### src/rtl/brd_pkg.sv
package brd_pkg;
  typedef logic [31:0] addr_t;

  // True when addr lies in the aligned 2**lg byte block that contains top.
  function automatic logic in_block(input addr_t addr, input addr_t top, input int lg);
    return (addr >> lg) == (top >> lg);
  endfunction

  // True when an access of this direction may be forwarded to the ROM.
  function automatic logic dir_allowed(input logic is_write, input logic wr_en);
    return !is_write || wr_en;
  endfunction
endpackage

### src/rtl/brd_window_match.sv
module brd_window_match
  import brd_pkg::*;
#(
  parameter addr_t LO_TOP     = 32'h000F_FFFF,
  parameter addr_t HI_TOP     = 32'hFFFF_FFFF,
  parameter int    LO_LG      = 16,
  parameter int    LO_EXT_LG  = 17,
  parameter int    HI_LG      = 18,
  parameter int    HI_EXT_LG  = 24
) (
  input  addr_t addr,
  input  logic  lo_ext,
  input  logic  hi_ext,
  output logic  hit_lo,
  output logic  hit_hi,
  output logic  hit
);
  localparam int NWIN = 2;
  logic [NWIN-1:0] base_hit, ext_hit, ext_on;

  assign ext_on = {hi_ext, lo_ext};

  genvar g;
  generate
    for (g = 0; g < NWIN; g++) begin : g_win
      localparam addr_t TOP = (g == 0) ? LO_TOP : HI_TOP;
      localparam int    BLG = (g == 0) ? LO_LG : HI_LG;
      localparam int    ELG = (g == 0) ? LO_EXT_LG : HI_EXT_LG;
      assign base_hit[g] = in_block(addr, TOP, BLG);
      assign ext_hit[g]  = ext_on[g] && in_block(addr, TOP, ELG);
    end
  endgenerate

  assign hit_lo = base_hit[0] | ext_hit[0];
  assign hit_hi = base_hit[1] | ext_hit[1];
  assign hit    = hit_lo | hit_hi;
endmodule

### src/rtl/brd_width_sel.sv
module brd_width_sel (
  input  logic clk,
  input  logic rst_n,
  input  logic strap,
  input  logic ovr,
  input  logic ovr_wide,
  output logic wide
);
  logic strap_q;

  // Strap is sampled on every clock while reset is held, frozen afterwards.
  always_ff @(posedge clk) begin
    if (!rst_n) strap_q <= strap;
  end

  assign wide = ovr ? ovr_wide : strap_q;


  strap_frozen_chk: assert property (@(posedge clk) disable iff (!rst_n)
    $past(rst_n) |-> $stable(strap_q));
endmodule

### src/rtl/brd_cycle_seq.sv
module brd_cycle_seq #(
  parameter int STROBE_CLKS = 3
) (
  input  logic clk,
  input  logic rst_n,
  input  logic start,
  input  logic start_wr,
  output logic busy,
  output logic is_wr,
  output logic done
);
  localparam int CW = $clog2(STROBE_CLKS + 1);
  localparam logic [CW-1:0] LAST = CW'(STROBE_CLKS - 1);

  logic [CW-1:0] left;

  always_ff @(posedge clk) begin
    if (!rst_n) begin
      busy  <= 1'b0;
      is_wr <= 1'b0;
      done  <= 1'b0;
      left  <= '0;
    end else begin
      done <= 1'b0;
      if (busy) begin
        if (left == '0) begin
          busy <= 1'b0;
          done <= 1'b1;
        end else begin
          left <= left - 1'b1;
        end
      end else if (start) begin
        busy  <= 1'b1;
        is_wr <= start_wr;
        left  <= LAST;
      end
    end
  end

  // Independent run-length counter for the checks below.
  logic [CW:0] run_len;
  always_ff @(posedge clk) begin
    if (!rst_n)     run_len <= '0;
    else if (busy)  run_len <= run_len + 1'b1;
    else            run_len <= '0;
  end


  run_not_long_chk: assert property (@(posedge clk) disable iff (!rst_n)
    busy |-> (run_len < (CW+1)'(STROBE_CLKS)));

  run_exact_chk: assert property (@(posedge clk) disable iff (!rst_n)
    $fell(busy) |-> (run_len == (CW+1)'(STROBE_CLKS)));

  start_when_idle_chk: assert property (@(posedge clk) disable iff (!rst_n)
    (start && !busy) |=> busy);
endmodule

### src/rtl/boot_rom_decoder.sv
module boot_rom_decoder
  import brd_pkg::*;
#(
  parameter int STROBE_CLKS = 3,
  parameter int LO_LG       = 16,
  parameter int LO_EXT_LG   = 17,
  parameter int HI_LG       = 18,
  parameter int HI_EXT_LG   = 24
) (
  input  logic        clk,
  input  logic        rst_n,
  input  logic        req_valid,
  input  logic [31:0] req_addr,
  input  logic        req_write,
  input  logic        strap_wide,
  input  logic        cfg_lo_ext,
  input  logic        cfg_hi_ext,
  input  logic        cfg_width_ovr,
  input  logic        cfg_width_wide,
  input  logic        cfg_rom_wr_en,
  output logic        claim,
  output logic        rom_cs_n,
  output logic        mem_rd_n,
  output logic        mem_wr_n,
  output logic        wr_n,
  output logic        bus_wide,
  output logic        cyc_done
);
  logic hit_lo, hit_hi, addr_hit, dir_ok;
  logic busy, is_wr;

  brd_window_match #(
    .LO_TOP(32'h000F_FFFF), .HI_TOP(32'hFFFF_FFFF),
    .LO_LG(LO_LG), .LO_EXT_LG(LO_EXT_LG), .HI_LG(HI_LG), .HI_EXT_LG(HI_EXT_LG)
  ) u_match (
    .addr(req_addr), .lo_ext(cfg_lo_ext), .hi_ext(cfg_hi_ext),
    .hit_lo(hit_lo), .hit_hi(hit_hi), .hit(addr_hit)
  );

  assign dir_ok = dir_allowed(req_write, cfg_rom_wr_en);
  assign claim  = req_valid && !busy && addr_hit && dir_ok;

  brd_cycle_seq #(.STROBE_CLKS(STROBE_CLKS)) u_seq (
    .clk(clk), .rst_n(rst_n), .start(claim), .start_wr(req_write),
    .busy(busy), .is_wr(is_wr), .done(cyc_done)
  );

  brd_width_sel u_width (
    .clk(clk), .rst_n(rst_n), .strap(strap_wide),
    .ovr(cfg_width_ovr), .ovr_wide(cfg_width_wide), .wide(bus_wide)
  );

  assign rom_cs_n = !busy;
  assign mem_rd_n = !(busy && !is_wr);
  assign mem_wr_n = !(busy && is_wr);
  assign wr_n     = !(busy && is_wr);


  rd_wr_excl_chk: assert property (@(posedge clk) disable iff (!rst_n)
    !(!mem_rd_n && !mem_wr_n));

  strobe_needs_cs_chk: assert property (@(posedge clk) disable iff (!rst_n)
    rom_cs_n |-> (mem_rd_n && mem_wr_n && wr_n));

  write_gated_chk: assert property (@(posedge clk) disable iff (!rst_n)
    (claim && req_write) |-> cfg_rom_wr_en);

  write_strobes_pair_chk: assert property (@(posedge clk) disable iff (!rst_n)
    (mem_wr_n == wr_n));

  claim_starts_cycle_chk: assert property (@(posedge clk) disable iff (!rst_n)
    claim |=> !rom_cs_n);

  no_claim_busy_chk: assert property (@(posedge clk) disable iff (!rst_n)
    !rom_cs_n |-> !claim);

  done_after_run_chk: assert property (@(posedge clk) disable iff (!rst_n)
    cyc_done |-> (rom_cs_n && $past(!rom_cs_n)));

  hit_needs_window_chk: assert property (@(posedge clk) disable iff (!rst_n)
    claim |-> (hit_lo || hit_hi));
endmodule

### config.mk
export PLATFORM = sky130hd
export DESIGN_NAME = boot_rom_decoder
export DESIGN_NICKNAME = d
export VERILOG_FILES = /design/src/rtl/brd_pkg.sv /design/src/rtl/brd_window_match.sv /design/src/rtl/brd_width_sel.sv /design/src/rtl/brd_cycle_seq.sv /design/src/rtl/boot_rom_decoder.sv
export SDC_FILE = /design/constraint.sdc
export NUM_CORES = 1
export LEC_CHECK = 0
export ABC_AREA = 1
export CORE_MARGIN = 3
export CORE_UTILIZATION = 24
export DETAILED_ROUTE_END_ITERATION = 16
export GPL_TIMING_DRIVEN = 0
export PLACE_DENSITY = 0.75
export SLEW_MARGIN = 20
export SYNTH_ARGS = -nofsm -noshare
export SYNTH_HDL_FRONTEND = slang
export SYNTH_SLANG_ARGS = --single-unit
### constraint.sdc
create_clock -name clk -period 1 [get_ports clk]
set_clock_uncertainty 0.1 [all_clocks]
set_input_delay 0.2 -clock clk [delete_from_list [all_inputs] [get_ports clk]]
set_output_delay 0.2 -clock clk [all_outputs]
set_load 0.01 [all_outputs]
==> run metrics, run 1 <==
routed vias/inst=4.20; Fin Hold WS=0.318 ns; Filler Cells Inserted=131; Async S/R FF share, synth=0; routed wire length=1520 um; P&R area growth vs syn=119%; library cells used by synthesis=21; number of input and output port buffers inserted=32; number of buffers inserted during clock tree synthesis=3; Hold Path Origin=req_write; number of max-cap violations=0; final cycle utilization of the critical path=1.38; cell taking the most area after synthesis=dfxtp_1; global-route wire length before repair=2480 um; master cell of the clock root buffer=clkbuf_4; total track usage=0.136; sum of negative setup slack=-3.15 ns; number of cells on the worst hold path=3; average wire per standard cell=11.1 um; synthesized area per cell=6.52 um2; number of clock sinks=6; violations in the final reports=setup timing; number of flip-flops and latches in the synthesized netlist=6; post-layout net count=157; post-synth net total=109; reported leakage power=0.502 nW; CTS tree=built; endpoint of the worst hold-timing path=u_seq.is_wr$_SDFFE_PN0P_; post-layout utilization of the core=0.591; Tmin final=1.38 ns; maximum number of buffers from clock root to sink=2; worst reg2reg path startpoint=u_seq.busy$_SDFF_PN0_; final-report max-slew violation count=0; ranking of synthesized cells by area=dfxtp_1 23%, nand2_1 13%, nor2_1 10%, inv_1 9.6%, edfxtp_1 7.0%; post-synthesis cell count=66; Hold Violations, Final=0; floorplan row count=14; post-DP HPWL=1040 um; achievable clock frequency=0.724 GHz; unrepaired setup endpoints after global routing=true; run status=finished with violations; Post-route DRC=0; number of flops mapped to enable cells by yosys=1; Crit Path Max Fanout=3; portion of synthesized cell area occupied by the leading cell type=0.233; placeable core region=1590 um2; headroom to the max-slew limit=0.884; setup slack at placement=-1.04 ns; clock-pin slew on the worst setup and hold paths=0.05 ns; via count of the first global-routing pass=572; antenna violations before repair=0; Worst Max-Slew Pin Slew=0.174 ns; DR pass1 iterations=4; worst min path class=in2reg; overall die width=48.4 um; H-tree depth reported by CTS=1; Die Footprint=2340 um2; warning count from the yosys run=0; critical path required time=0.70 ns; Worst Setup Start Kind=flop; sequential-to-total area share from yosys stat=0.302; Worst IR Drop VDD=0.000350 V; io pins=49; fraction of final layout cells with drive strength greater than 1=0.407; top cell types by occurrence after synthesis=15 x nand2_1, 12 x nor2_1, 11 x inv_1; via count=576; First DRT Iteration DRCs=5; final estimated routing congestion in global placement=0.729; DIE HEIGHT=48.4 um; initial standard-cell utilization of the core=0.270; number of antenna cells inserted=0; worst r2r path cells=10; minimum setup slack in the final design=-0.381 ns; dominant synthesized flop cell=dfxtp_1; signal arrival time at the worst endpoint=1.08 ns; pin count of the biggest net entering global routing=6; WS Path Type=reg2out; post-synthesis instance area=430 um2; endpoint kind of the worst setup timing path=output port; most used standard cell by instance count after synthesis=nand2_1; Pwr Density=694 nW/um2; final count of negative-setup-slack endpoints=11; number of routed nets with antenna violations=0; endpoint of the lowest-slack register-to-register path=u_seq.left[1]$_SDFFE_PN0P_; setup slack of the worst register-to-register path=-0.35 ns; gr ovfl total=0; worst-skew pair later-pin latency=0.25 ns
-- stage by stage --
stage          area (um2)  total power, mW  std cells
5_1_grt               942            0.699        137
3_3_place_gp          790            0.407        122
4_1_cts               905            0.656        135
6_report              942            0.654        137
2_1_floorplan         439            0.292         66
3_5_place_dp          790            0.410        122
-- cell usage in the layout (no fill, tap or decap), drive strengths merged --
master         count
a21oi              4
buf               19
clkbuf             5
clkdlybuf4s15      7
clkdlybuf4s50      4
dfxtp              5
dlygate4sd2       12
dlymetal6s2s       1
edfxtp             1
ha                 1
inv               12
mux2               1
nand2             18
nand3              3
nand4              2
nor2              13
nor3               2
nor3b              1
o21ai              1
or2                1
-- timing repair --
| action | 4_1_cts | 5_1_grt |
|---|---|---|
| setup buffers | 9 | 3 |
| pin swaps | 15 | 9 |
| setup endpoints to repair | 11 | 11 |
| hold buffers | 0 | 0 |
| resized for setup | 69 | 13 |
| hold endpoints to repair | 0 | 0 |
-- state kept, by name (all words and copies together) (netlist names) --
| register | count |
|---|---|
| u_seq.left | 2 |
| u_seq.is_wr | 1 |
| u_width.strap_q | 1 |
| u_seq.busy | 1 |
| u_seq.done | 1 |
-- worst max-delay path by stage --
stage,to,startpoint,cells after the start
6_report,claim,u_seq.busy$_SDFF_PN0_,6
5_1_grt,claim,req_addr[24],9
4_1_cts,claim,u_seq.busy$_SDFF_PN0_,6
3_5_place_dp,claim,req_addr[26],8
3_3_place_gp,claim,req_addr[17],7
2_1_floorplan,u_seq.left[1]$_SDFFE_PN0P_,u_seq.busy$_SDFF_PN0_,8
-- critical path: stages (launching register included) --
cell and delay [ns]:
dfxtp_4 0.35, inv_4 0.07, nand2_4 0.05, a21oi_4 0.15, nand2_4 0.07, inv_2 0.05, buf_6 0.09
-- where the power goes --
part / internal (mW) / leakage, nW / switching [mW]
registers: 0.247 / 0.0514 / 0.00124
clock network: 0.152 / 0.0150 / 0.105
logic: 0.0934 / 0.436 / 0.0558
total: 0.492 / 0.502 / 0.162
-- metal layers --
metal	track usage	up-vias	wire length [um]
li1	-	298	-
met1	0.128	264	568
met2	0.261	12	874
met3	0.0307	2	64
met4	0.0853	0	10
met5	0	-	0
-- area by class of cell --
class	count	area (um2)	area share
Timing Repair Buffer	43	389	0.413
Buffer	1	7.51	0.00797
Tap cell	24	30.0	0.0319
Multi-Input combinational cell	47	307	0.325
Inverter	12	47.5	0.0505
Clock buffer	4	26.3	0.0279
Sequential cell	6	135	0.143
-- logic make-up (layout without fill, tap and decap cells) --
| logic type | Yosys count | count (layout) | share of synthesized area |
|---|---|---|---|
| AND/OR/NAND/NOR | 40 | 40 | 0.436 |
| buffers and inverters | 13 | 60 | 0.122 |
| flip-flops | 6 | 6 | 0.302 |
| AO/OA/AOI/OAI | 5 | 5 | 0.0843 |
| adder cells (fa/ha/maj) | 1 | 1 | 0.0291 |
| multiplexers | 1 | 1 | 0.0262 |
No activity file was read; power rests on OpenSTA's default activity.
==> run 2, diff against run 1 <==
Settings changed: CORE_AREA from default to 3 3 40 42, CORE_MARGIN 3 to default, CORE_UTILIZATION 24 to default, DIE_AREA from default to 0 0 43 45, DONT_BUFFER_PORTS from default to 1, PLACE_DENSITY 0.75 to default.
==> run metrics, run 2 (synthesis results as in run 1) <==
via count=412 (was 576); initial standard-cell utilization of the core=0.335 (was 0.270); WS Path Type=reg2out (unchanged); Worst Max-Slew Pin Slew=0.241 ns (was 0.174 ns); final count of negative-setup-slack endpoints=9 (was 11); number of input and output port buffers inserted=0 (was 32); overall die width=43 um (was 48.4 um); clock-pin slew on the worst setup and hold paths=0.05 ns (about the same); pin count of the biggest net entering global routing=6 (unchanged); post-layout utilization of the core=0.434 (was 0.591); signal arrival time at the worst endpoint=0.99 ns (was 1.08 ns); Pwr Density=971 nW/um2 (was 694 nW/um2); register with the highest flop count=u_seq.left (unchanged); P&R area growth vs syn=29.7% (was 119%); gr ovfl total=0 (unchanged); highest layer used for signal routing=met4 (unchanged); number of max-cap violations=0 (unchanged); worst-skew pair later-pin latency=0.25 ns (about the same); sequential cell area=135 um2 (unchanged); final-report max-slew violation count=0 (unchanged); combined area of the multi-input logic cells=275 um2 (was 307 um2); most common library cell in the layout ignoring fill and taps=nand2_1; post-layout net count=119 (was 157); Hold Violations, Final=0 (unchanged); number of routed nets with antenna violations=0 (unchanged); Post-route DRC=0 (unchanged); minimum setup slack in the final design=-0.293 ns (was -0.381 ns); H-tree depth reported by CTS=1 (unchanged); First DRT Iteration DRCs=5 (unchanged); number of buffers inserted during clock tree synthesis=3 (unchanged); final estimated routing congestion in global placement=0.738 (was 0.729); run status=finished with violations (unchanged); violations in the final reports=setup timing (unchanged); Worst IR Drop VDD=0.000421 V (was 0.000350 V); Worst Setup Start Kind=flop (unchanged); reported leakage power=0.287 nW (was 0.502 nW); master cell of the clock root buffer=clkbuf_4 (unchanged); worst min path class=in2reg (unchanged); DR pass1 iterations=2 (was 4); routed wire length=977 um (was 1520 um); total met3 wirelength after detailed routing=53 um (was 64 um); global-route wire length before repair=1550 um (was 2480 um); unrepaired setup endpoints after global routing=true (unchanged); max reg flops=2 (unchanged); met1 routed wirelength after detailed routing=375 um (was 568 um); Crit Path Max Fanout=5 (was 3); achievable clock frequency=0.773 GHz (was 0.724 GHz); antenna violations before repair=0 (unchanged); met2 WL post-DR=539 um (was 874 um); maximum number of buffers from clock root to sink=2 (unchanged); Tmin final=1.29 ns (was 1.38 ns); commonest cells after routing, fill and taps aside=12 x nand2_1, 11 x nor2_1, 10 x inv_1, 4 x buf_4 (was 12 x nand2_1, 12 x dlygate4sd2_1, 10 x nor2_1, 10 x buf_4, 9 x inv_1); critical path required time=0.70 ns (about the same); endpoint kind of the worst setup timing path=output port (unchanged); headroom to the max-slew limit=0.839 (was 0.884); final cycle utilization of the critical path=1.29 (was 1.38); number of antenna cells inserted=0 (unchanged); placeable core region=1280 um2 (was 1590 um2); routed vias/inst=4.58 (was 4.20); total track usage=0.108 (was 0.136); Fin Hold WS=0.0392 ns (was 0.318 ns); number of clock sinks=6 (unchanged); Die Footprint=1940 um2 (was 2340 um2); CTS tree=built (unchanged); via count of the first global-routing pass=410 (was 572); DIE HEIGHT=45 um (was 48.4 um); floorplan row count=13 (was 14); average wire per standard cell=10.9 um (was 11.1 um); post-DP HPWL=801 um (was 1040 um); io pins=49 (unchanged); Filler Cells Inserted=136 (was 131); fraction of final layout cells with drive strength greater than 1=0.320 (was 0.407)
-- run 2: changes by cell type in the layout (fill, tap and decap cells not counted), moves of 2 or more --
cell	change
dlygate4sd2_1	-12
buf_6	-7
clkdlybuf4s15_1	-7
buf_4	-6
clkdlybuf4s50_1	-4
buf_2	-2
dlygate4sd3_1	+2
inv_2	-2
nand2_2	+2
nand2_4	-2
-- run 2: worst max-delay path, cell delays in order (launching register included) --
cell	delay, ns
dfxtp_4	0.36
inv_6	0.08
nand2_4	0.05
a21oi_4	0.13
nand2_4	0.08
inv_4	0.06
-- run 2: area by class of cell --
type | instances | share of cell area
repair buffers | 5 | 0.0762
flip-flops and latches | 6 | 0.242
multi-input cells | 47 | 0.493
inverters | 12 | 0.0942
clock buffers | 4 | 0.0471
well taps | 15 | 0.0336
plain buffers | 1 | 0.0135
-- run 2: final timing paths --
check | startpoint | endpoint | slack (ns) | cells after the start
max | u_seq.busy$_SDFF_PN0_ | claim | -0.29 | 5
min | req_write | u_seq.is_wr$_SDFFE_PN0P_ | 0.04 | 2
max reg2reg | u_seq.busy$_SDFF_PN0_ | u_seq.left[1]$_SDFFE_PN0P_ | -0.25 | 9
min reg2reg | u_seq.left[1]$_SDFFE_PN0P_ | u_seq.left[1]$_SDFFE_PN0P_ | 0.39 | 2
-- run 2: stage by stage --
step	instances	instance area, um2	power (mW)	setup TNS, ns	setup WS, ns
after global placement	81	458	0.296	-0.536	-0.137
after global routing	90	558	0.579	-2.36	-0.347
after floorplan	66	439	0.292	-0.217	-0.0699
final	90	558	0.542	-1.90	-0.293
after detailed placement	81	458	0.297	-0.549	-0.141
after CTS	90	551	0.552	-2.00	-0.312
-- run 2: repair_timing --
action / CTS / global route
resized for setup: 8 / 2
pin swaps: 2 / 1
buffers inserted: 3 / 0
endpoints found under the setup margin: 9 / 10
hold buffers: 2 / 0
hold endpoints to repair: 3 / 0
-- run 2: per-layer routing --
layer | global-route usage | up-vias
met5 | 0 | -
met4 | 0.0723 | 0
met3 | 0.0159 | 2
met2 | 0.192 | 12
met1 | 0.118 | 174
li1 | - | 224
-- run 2: power by group --
part	internal (mW)	total, mW	switching, mW
Combinational	0.0273	0.0508	0.0234
Sequential	0.247	0.249	0.00144
Clock	0.151	0.242	0.0909
Total	0.426	0.542	0.116
==> run 3, diff against run 2 <==
==> constraint.sdc (replaced) <==
create_clock -name clk -period 1 [get_ports clk]
set_clock_uncertainty 0.1 [all_clocks]
set_input_delay 0.2 -clock clk [delete_from_list [all_inputs] [get_ports clk]]
set_output_delay 0.2 -clock clk [all_outputs]
set_load 0.1 [all_outputs]
==> run metrics, run 3 (synthesis results as in run 1) <==
average wire per standard cell=10.2 um (was 10.9 um); unrepaired setup endpoints after global routing=true (unchanged); CTS tree=built (unchanged); DR pass1 iterations=3 (was 2); placeable core region=1280 um2 (unchanged); post-route total power=0.556 mW (was 0.542 mW); post-layout net count=120 (was 119); final count of negative-setup-slack endpoints=11 (was 9); critical path required time=0.70 ns (about the same); minimum setup slack in the final design=-0.654 ns (was -0.293 ns); gr ovfl total=0 (unchanged); number of input and output port buffers inserted=0 (unchanged); violations in the final reports=setup timing (unchanged); io pins=49 (unchanged); fraction of final layout cells with drive strength greater than 1=0.316 (was 0.320); post-DP HPWL=723 um (was 801 um); combined area of the multi-input logic cells=282 um2 (was 275 um2); Worst Setup Start Kind=flop (unchanged); worst min path class=in2reg (unchanged); endpoint of the lowest-slack register-to-register path=u_seq.left[1]$_SDFFE_PN0P_ (unchanged); fin area=599 um2 (was 558 um2); number of clock sinks=6 (unchanged); clock-pin slew on the worst setup and hold paths=0.04 ns (was 0.05 ns); reported leakage power=0.280 nW (was 0.287 nW); Post-route DRC=0 (unchanged); Hold Violations, Final=0 (unchanged); Tmin final=1.65 ns (was 1.29 ns); worst-skew pair later-pin latency=0.24 ns (was 0.25 ns); Fin Hold WS=0.0459 ns (was 0.0392 ns); run status=finished with violations (unchanged); Pwr Density=928 nW/um2 (was 971 nW/um2); sum of negative setup slack=-3.66 ns (was -1.90 ns); WS Path Type=reg2out (unchanged); register with the highest flop count=u_seq.left (unchanged); post-place instance area=493 um2 (was 458 um2); floorplan row count=13 (unchanged); number of cells on the worst hold path=2 (unchanged); First DRT Iteration DRCs=1 (was 5); Worst IR Drop VDD=0.000403 V (was 0.000421 V); initial standard-cell utilization of the core=0.335 (unchanged); final cycle utilization of the critical path=1.65 (was 1.29); P&R area growth vs syn=39.2% (was 29.7%); via count of the first global-routing pass=360 (was 410); maximum number of buffers from clock root to sink=2 (unchanged); Die Footprint=1940 um2 (unchanged); signal arrival time at the worst endpoint=1.35 ns (was 0.99 ns); termination of the worst setup path=claim (unchanged); commonest cells after routing, fill and taps aside=13 x nand2_1, 11 x nor2_1, 10 x inv_1 (was 12 x nand2_1, 11 x nor2_1, 10 x inv_1, 4 x buf_4); Worst Max-Slew Pin Slew=0.511 ns (was 0.241 ns); pin count of the biggest net entering global routing=6 (unchanged); number of max-cap violations=0 (unchanged); Crit Path Max Fanout=5 (unchanged); H-tree depth reported by CTS=1 (unchanged); routed vias/inst=4.52 (was 4.58); master cell of the clock root buffer=clkbuf_4 (unchanged); worst r2r path cells=9 (unchanged); global-route wire length before repair=1390 um (was 1550 um); routed wire length=924 um (was 977 um); most common library cell in the layout ignoring fill and taps=nand2_1 (unchanged); number of buffers inserted during clock tree synthesis=3 (unchanged); antenna violations before repair=0 (unchanged); worst reg2reg path startpoint=u_seq.busy$_SDFF_PN0_ (unchanged); achievable clock frequency=0.604 GHz (was 0.773 GHz); overall die width=43 um (unchanged); number of routed nets with antenna violations=0 (unchanged); Hold Path Origin=req_write (unchanged); endpoint kind of the worst setup timing path=output port (unchanged); headroom to the max-slew limit=0.661 (was 0.839); final estimated routing congestion in global placement=0.712 (was 0.738); via count=411 (was 412); sequential cell area=138 um2 (was 135 um2); DIE HEIGHT=45 um (unchanged); Filler Cells Inserted=133 (was 136); total track usage=0.101 (was 0.108); setup slack of the worst register-to-register path=-0.34 ns (was -0.25 ns); final-report max-slew violation count=0 (unchanged); number of antenna cells inserted=0 (unchanged); crit path from=u_seq.busy$_SDFF_PN0_ (unchanged); max reg flops=2 (unchanged)
[run 3: changes by cell type in the layout (fill, tap and decap cells not counted)]
cell,change
clkinvlp_4,+1
dfxtp_4,+1
dfxtp_2,-1
inv_4,-1
nand2_1,+1
nand2_2,-1
inv_12,+1
nand2_8,+1
buf_4,-1
nand2_4,-1
inv_6,-1
buf_12,+1
buf_6,+1
[run 3: through the flow]
stage / cells / worst slack, ns / util
3_3_place_gp: 81 / -0.462 / 0.384
4_1_cts: 89 / -0.664 / 0.449
2_1_floorplan: 66 / -0.419 / -
5_1_grt: 91 / -0.713 / 0.466
6_report: 91 / -0.654 / 0.466
3_5_place_dp: 81 / -0.464 / 0.384
[run 3: worst min-delay path by stage]
stage / endpoint
after detailed placement: u_width.strap_q$_DFFE_PN_
after global routing: u_seq.done$_SDFF_PN0_
final: u_seq.is_wr$_SDFFE_PN0P_
after floorplan: u_width.strap_q$_DFFE_PN_
after global placement: u_width.strap_q$_DFFE_PN_
after CTS: u_seq.is_wr$_SDFFE_PN0P_
[run 3: critical path, stage by stage, from the launching register on]
cell	delay [ns]
dfxtp_4	0.37
inv_12	0.13
nand2_4	0.07
a21oi_4	0.14
nand2_4	0.08
clkinvlp_4	0.33
[run 3: final cells by class]
class                   count  share of cell area
multi-input cells          47               0.470
well taps                  15              0.0313
inverters                  12               0.102
plain buffers               1              0.0334
repair buffers              6              0.0898
clock buffers               4              0.0438
flip-flops and latches      6               0.230
[run 3: routing by layer]
metal  routed length (um)  GRT usage  vias to the layer above
met5                    0          0                        -
met4                   16     0.0904                        0
met3                   82     0.0478                        2
met2                  469      0.153                       18
met1                  356      0.104                      164
li1                     -          -                      227
[run 3: what timing repair did]
| item | CTS | global route |
|---|---|---|
| hold buffers | 2 | 0 |
| setup buffers | 3 | 3 |
| resized for setup | 5 | 2 |
| endpoints found under the setup margin | 11 | 11 |
| pin swaps | 1 | 2 |
| hold endpoints to repair | 3 | 0 |
[run 3: report_power, final]
part	switching (mW)	internal (mW)	total (mW)
combinational	0.0496	0.0274	0.0770
clock	0.0825	0.151	0.233
sequential	0.00102	0.245	0.246
total	0.133	0.423	0.556
